**config.mk**
```make
export PLATFORM = sky130hd
export DESIGN_NAME = aux_toggle_budget
export DESIGN_NICKNAME = d
export VERILOG_FILES = /design/src/rtl/aux_toggle_pkg.sv /design/src/rtl/aux_toggle_window.sv /design/src/rtl/aux_toggle_lane.sv /design/src/rtl/aux_toggle_budget.sv
export SDC_FILE = /design/constraint.sdc
export NUM_CORES = 1
export LEC_CHECK = 0
export BUFFER_PORTS_ARGS = -buffer_cell sky130_fd_sc_hd__buf_2
export CAP_MARGIN = 20
export CORE_MARGIN = 3
export CORE_UTILIZATION = 60
export CTS_CLUSTER_SIZE = 14
export DETAILED_ROUTE_END_ITERATION = 10
export PLACE_DENSITY = 0.8
export REMOVE_ABC_BUFFERS = 1
export SYNTH_ARGS = -nofsm -noshare
export SYNTH_HDL_FRONTEND = slang
export SYNTH_SLANG_ARGS = --single-unit
```
**constraint.sdc**
```tcl
create_clock -name clk -period 2.7 [get_ports clk]
set_clock_uncertainty 0.05 [all_clocks]
set_input_delay 0.135 -clock clk [delete_from_list [all_inputs] [get_ports clk]]
set_output_delay 0.135 -clock clk [all_outputs]
set_load 0.01 [all_outputs]
```
**src/rtl/aux_toggle_pkg.sv**
```systemverilog
`timescale 1ns/1ps
package aux_toggle_pkg;
    typedef enum logic [1:0] {
        MODE_SINGLE = 2'b00,
        MODE_DUAL   = 2'b01,
        MODE_FAST   = 2'b10,
        MODE_RSVD   = 2'b11
    } aux_mode_e;

    localparam int unsigned LONG_WIN_DEF  = 512;
    localparam int unsigned SHORT_WIN_DEF = 128;
    localparam int unsigned BUDGET_DEF    = 2;
endpackage

```
**src/rtl/aux_toggle_window.sv**
```systemverilog
`timescale 1ns/1ps
module aux_toggle_window #(
    parameter int unsigned LONG_LEN  = 512,
    parameter int unsigned SHORT_LEN = 128
) (
    input  logic clk,
    input  logic rst_n,
    input  logic en_i,
    input  logic long_i,
    output logic last_o
);
    localparam int unsigned CW = $clog2(LONG_LEN);
    localparam logic [CW-1:0] LONG_LAST  = CW'(LONG_LEN - 1);
    localparam logic [CW-1:0] SHORT_LAST = CW'(SHORT_LEN - 1);

    typedef struct packed {
        logic [CW-1:0] cnt;
    } win_st_t;

    win_st_t st_d, st_q;
    logic    last;

    always_comb begin
        st_d = st_q;
        last = en_i && (st_q.cnt >= (long_i ? LONG_LAST : SHORT_LAST));
        if (en_i) begin
            st_d.cnt = last ? '0 : st_q.cnt + 1'b1;
        end
    end

    always_ff @(posedge clk) begin
        if (!rst_n) st_q <= '0;
        else        st_q <= st_d;
    end

    assign last_o = last;
endmodule

```
**src/rtl/aux_toggle_lane.sv**
```systemverilog
`timescale 1ns/1ps
module aux_toggle_lane #(
    parameter int unsigned BUDGET = 2
) (
    input  logic clk,
    input  logic rst_n,
    input  logic en_i,
    input  logic active_i,
    input  logic din_i,
    input  logic last_i,
    output logic over_o
);
    localparam int unsigned CNT_W = $clog2(BUDGET + 2);
    localparam logic [CNT_W-1:0] SAT   = CNT_W'(BUDGET + 1);
    localparam logic [CNT_W-1:0] LIMIT = CNT_W'(BUDGET);

    typedef struct packed {
        logic             prev;
        logic             have_prev;
        logic             merge;
        logic [CNT_W-1:0] cnt;
        logic             over;
    } lane_st_t;

    lane_st_t         st_d, st_q;
    logic             seen;
    logic             counted;
    logic [CNT_W-1:0] total;

    always_comb begin
        st_d      = st_q;
        st_d.over = 1'b0;
        seen      = 1'b0;
        counted   = 1'b0;
        total     = st_q.cnt;
        if (!active_i) begin
            st_d.have_prev = 1'b0;
            st_d.merge     = 1'b0;
            st_d.cnt       = '0;
        end else if (en_i) begin
            seen    = st_q.have_prev && (din_i != st_q.prev);
            counted = seen && !st_q.merge;
            if (counted && (st_q.cnt != SAT)) begin
                total = st_q.cnt + 1'b1;
            end
            st_d.prev      = din_i;
            st_d.have_prev = 1'b1;
            st_d.merge     = counted;
            if (last_i) begin
                st_d.over = (total > LIMIT);
                st_d.cnt  = '0;
            end else begin
                st_d.cnt  = total;
            end
        end
    end

    always_ff @(posedge clk) begin
        if (!rst_n) st_q <= '0;
        else        st_q <= st_d;
    end

    assign over_o = st_q.over;
endmodule

```
**src/rtl/aux_toggle_budget.sv**
```systemverilog
`timescale 1ns/1ps
module aux_toggle_budget
    import aux_toggle_pkg::*;
#(
    parameter int unsigned NCH       = 2,
    parameter int unsigned LONG_LEN  = LONG_WIN_DEF,
    parameter int unsigned SHORT_LEN = SHORT_WIN_DEF,
    parameter int unsigned BUDGET    = BUDGET_DEF
) (
    input  logic           clk,
    input  logic           rst_n,
    input  logic           en_i,
    input  logic [1:0]     mode_i,
    input  logic [NCH-1:0] din_i,
    output logic [NCH-1:0] viol_o,
    output logic           err_o
);
    typedef struct packed {
        logic err;
    } top_st_t;

    aux_mode_e      mode;
    logic           long_win;
    logic           dual;
    logic           win_last;
    logic [NCH-1:0] lane_over;
    top_st_t        st_d, st_q;

    assign mode     = aux_mode_e'(mode_i);
    assign long_win = (mode == MODE_SINGLE) || (mode == MODE_RSVD);
    assign dual     = (mode == MODE_DUAL);

    aux_toggle_window #(
        .LONG_LEN  (LONG_LEN),
        .SHORT_LEN (SHORT_LEN)
    ) u_window (
        .clk    (clk),
        .rst_n  (rst_n),
        .en_i   (en_i),
        .long_i (long_win),
        .last_o (win_last)
    );

    for (genvar i = 0; i < NCH; i++) begin : g_lane
        logic act;
        if (i == 0) begin : g_main
            assign act = 1'b1;
        end else begin : g_side
            assign act = dual;
        end
        aux_toggle_lane #(
            .BUDGET (BUDGET)
        ) u_lane (
            .clk      (clk),
            .rst_n    (rst_n),
            .en_i     (en_i),
            .active_i (act),
            .din_i    (din_i[i]),
            .last_i   (win_last),
            .over_o   (lane_over[i])
        );
    end

    always_comb begin
        st_d     = st_q;
        st_d.err = st_q.err | (|lane_over);
    end

    always_ff @(posedge clk) begin
        if (!rst_n) st_q <= '0;
        else        st_q <= st_d;
    end

    assign viol_o = lane_over;
    assign err_o  = st_q.err;
endmodule

```
==> summary by stage <==
CTS
In this run the number of H-tree levels came out at 1. The clock tree from TritonCTS is done. The quantity of gates resized following cts is 0. The CTS clock-pin slew for the worst setup and hold paths is about 120 ps. The total clock buffers created by CTS is 3.

Counting every sink on the clock net gives 22. The post-CTS setup repair buffer count is 0. Clock latency on the worst-skew pair, taken at its later pin, is 310 ps. The number of buffers added to fix hold violations after cts is 0. The clock passes through at most 2 buffers. The cell at the root of the clock tree is clkbuf_4.

Detailed routing
The routed design has 2.00 mm of wire. Using the TritonRoute via totals, the vias-per-cell ratio works out to around 5.7. The number of DRC markers after the initial detailed-route iteration is 14. The final route contains 866 vias. The count of antenna-violating nets left after detailed routing is 0. The number of iterations in the first detailed-routing pass is 4. Dividing the detail-routed wire length by the instance count gives approximately 13 microns. For this run, design rule violations remaining after detail routing come to 0.

Synth
The library cell with the highest instance count after synthesis is dfxtp_1. Ranked by total cell area, the synthesized netlist is headed by dfxtp_1, ha_1, nor2_1. Summed over all instances, the cell type with the most area after synthesis is dfxtp_1. The unique cell type count in the Yosys netlist is 27.

The area share of the leading cell type in the synthesized netlist is 0.403. For this run, the leading register cell type out of synthesis is dfxtp_1. The number of flops mapped to enable cells by yosys is 0. The mapped netlist covers roughly 1100 sq um. The fraction of the yosys area taken by sequential cells is 0.403. Synthesis produced between 100 and 150 cells. For this run, asynchronously set or reset flops after synthesis account for 0. In the synthesized netlist, the cells that appear most often are dfxtp_1, nor2_1, nand2_1, nand3_1. For this run, the number of Yosys warnings is 0. The count of state elements after synthesis is 22. In this run the mean area of a mapped cell was 9.10 sq um.

Critical path
The arrival time of the worst setup path is 2010 ps. The endpoint kind of the worst setup timing path is a register. The required time of the critical path is 2840 ps. The worst setup path is launched from a register.

Along the worst path, the maximum fanout reaches 11. The critical path class is register to register.

Cells and area
In the final layout, the share of cells above drive strength 1 is 0.133. The non-filler instance count after layout is 152. The post-layout net count is between 100 and 150. The number of antenna cells inserted is 0. The signed area change from the synthesized netlist to the final layout is 6.87%. The area of all placed cells without fillers is 1170 sq um.

Floorplan
The height of the die is roughly 49 microns. The count of standard-cell rows is 14. In this run the count of I/O pins placed on the die edge is 10. The floorplan step set the die width to 48.7 microns. The die covers 2370 sq um. The placeable core region is between 1500 and 2000 sq um. The initial utilization of the core area, before any placement, comes to 0.678.

Timing
The total of endpoints with negative setup slack in the final report is 0. The count of final hold-check violations is 0. The final period utilization is 0.694. The final number of max-transition violations is 0. Derived from the worst setup path, the maximum achievable clock frequency is 534 MHz.

Setup repair after global routing left no endpoint under its margin. At the pin with the least slew margin, the transition time is 547 ps. The summed negative setup slack over all endpoints is 0 ps.

The headroom to the max-slew limit is 0.636. For the finished layout, the period the worst path requires is 1870 ps.

Place
Routability-driven placement finished with a final weighted congestion of ~0.73. The area of placed instances is between 1000 and 1500 sq um. The port buffer count is 9. Including well taps, the total number of placed cells is between 100 and 150. The detailed placement HPWL is 1.48 mm.

Power and ir drop
Of the total power, registers draw 0.597. The power per standard cell area is approximately 500 nW/um^2. The combinational share of power is 0.091.

The power share of the clock group is 0.312. The internal portion of the total power is 436 uW. The leakage dissipation is 0.000445 uW. The sum of internal, switching and leakage power is 572 uW. The analysis attributes to net switching a power of 136 uW. The worst supply voltage drop on vdd is 0.388 mV. Of the total power, the share spent switching nets is 0.238.

Outcome
The flow ran to the end, and the final reports show no timing, DRC or antenna violations.

GRT
The initial antenna violation count came to 0. The global-route wire length before repair is 3.46 mm. The via count of the first global-routing pass was between 800 and 900. The overflow left after global routing is 0.

Entering global routing, the biggest net connects 20 pins. The total global routing track utilization is 0.183.

Job
Across the run, the number of max-cap violations was 0.

Worst hold path
The path class of the tightest hold or removal check is primary input to register.
## worst max-delay path: stages (launching register included)
cell and delay (ps):
dfxtp_1 360, ha_1 290, nand3_1 70, o31a_1 480, o21ai_2 410, nor2_1 100
## state kept, by name, summed over array words and instances, names as in the netlist
signal                flops
err_o                     1
u_window.st_q             9
g_lane.u_lane.over_o      2
g_lane.u_lane.st_q       10
## power by group through the flow
stage | sequential, uW | combinational (uW) | clock [uW]
2_1_floorplan | 346 | 34.6 | 0
3_3_place_gp | 348 | 49.3 | 0
3_5_place_dp | 349 | 52.2 | 0
4_1_cts | 342 | 52.3 | 190
5_1_grt | 343 | 59.0 | 202
6_report | 342 | 51.8 | 179
## placed cells by master (no fill, tap or decap), types with 3 or more instances in the layout
cell type | synthesis | layout
dfxtp_1 | 22 | 22
nor2_1 | 18 | 18
nand2_1 | 13 | 13
buf_2 | 2 | 9
nand3_1 | 7 | 7
a21oi_1 | 6 | 6
xor2_1 | 6 | 6
ha_1 | 6 | 6
nand4_1 | 5 | 5
xnor2_1 | 4 | 4
a31oi_1 | 4 | 4
nand4b_1 | 4 | 4
inv_1 | 3 | 3
clkbuf_4 | 0 | 3
## cell type report
type | instances | area [sq um]
clock buffers | 4 | 36.3
fillers | 136 | 444
multi-input cells | 89 | 601
inverters | 4 | 15.0
repair buffers | 9 | 45.0
well taps | 24 | 30.0
flip-flops and latches | 22 | 440
## through the flow
step	setup slack (ps)	hold slack, ps	util
CTS	835	32.5	0.724
detailed placement	587	369	0.702
finish	826	35.1	0.724
floorplan	909	206	-
global placement	684	350	0.702
global route	717	62.0	0.724
## cell families (layout without fill, tap and decap cells)
group / after synthesis / in the layout / synth area share
XOR/XNOR: 10 / 10 / 0.0802
adder cells (fa/ha/maj): 6 / 6 / 0.0687
AND/OR/NAND/NOR: 57 / 57 / 0.266
multiplexers: 2 / 2 / 0.0183
buffers and inverters: 9 / 17 / 0.0470
flip-flops: 22 / 22 / 0.403
AO/OA/AOI/OAI: 14 / 14 / 0.117
## metal layers
layer  vias up  share of wire  global-route usage
met3         7          0.043              0.0429
met1       398           0.43               0.205
met4         0          0.022              0.0806
met5         -              0                   0
met2        24           0.50               0.328
li1        437              -                   -
## final timing paths
kind / from / endpoint / slack, ps / depth (start not counted)
max: u_window.st_q[7] / u_window.st_q[4] / 830 / 5
min: din_i[0] / g_lane[0].u_lane.st_q[5] / 40 / 3
max reg2reg: u_window.st_q[7] / u_window.st_q[4] / 830 / 5
min reg2reg: g_lane[1].u_lane.st_q[5] / g_lane[1].u_lane.st_q[5] / 430 / 2
(Power assumes the default switching activity.)
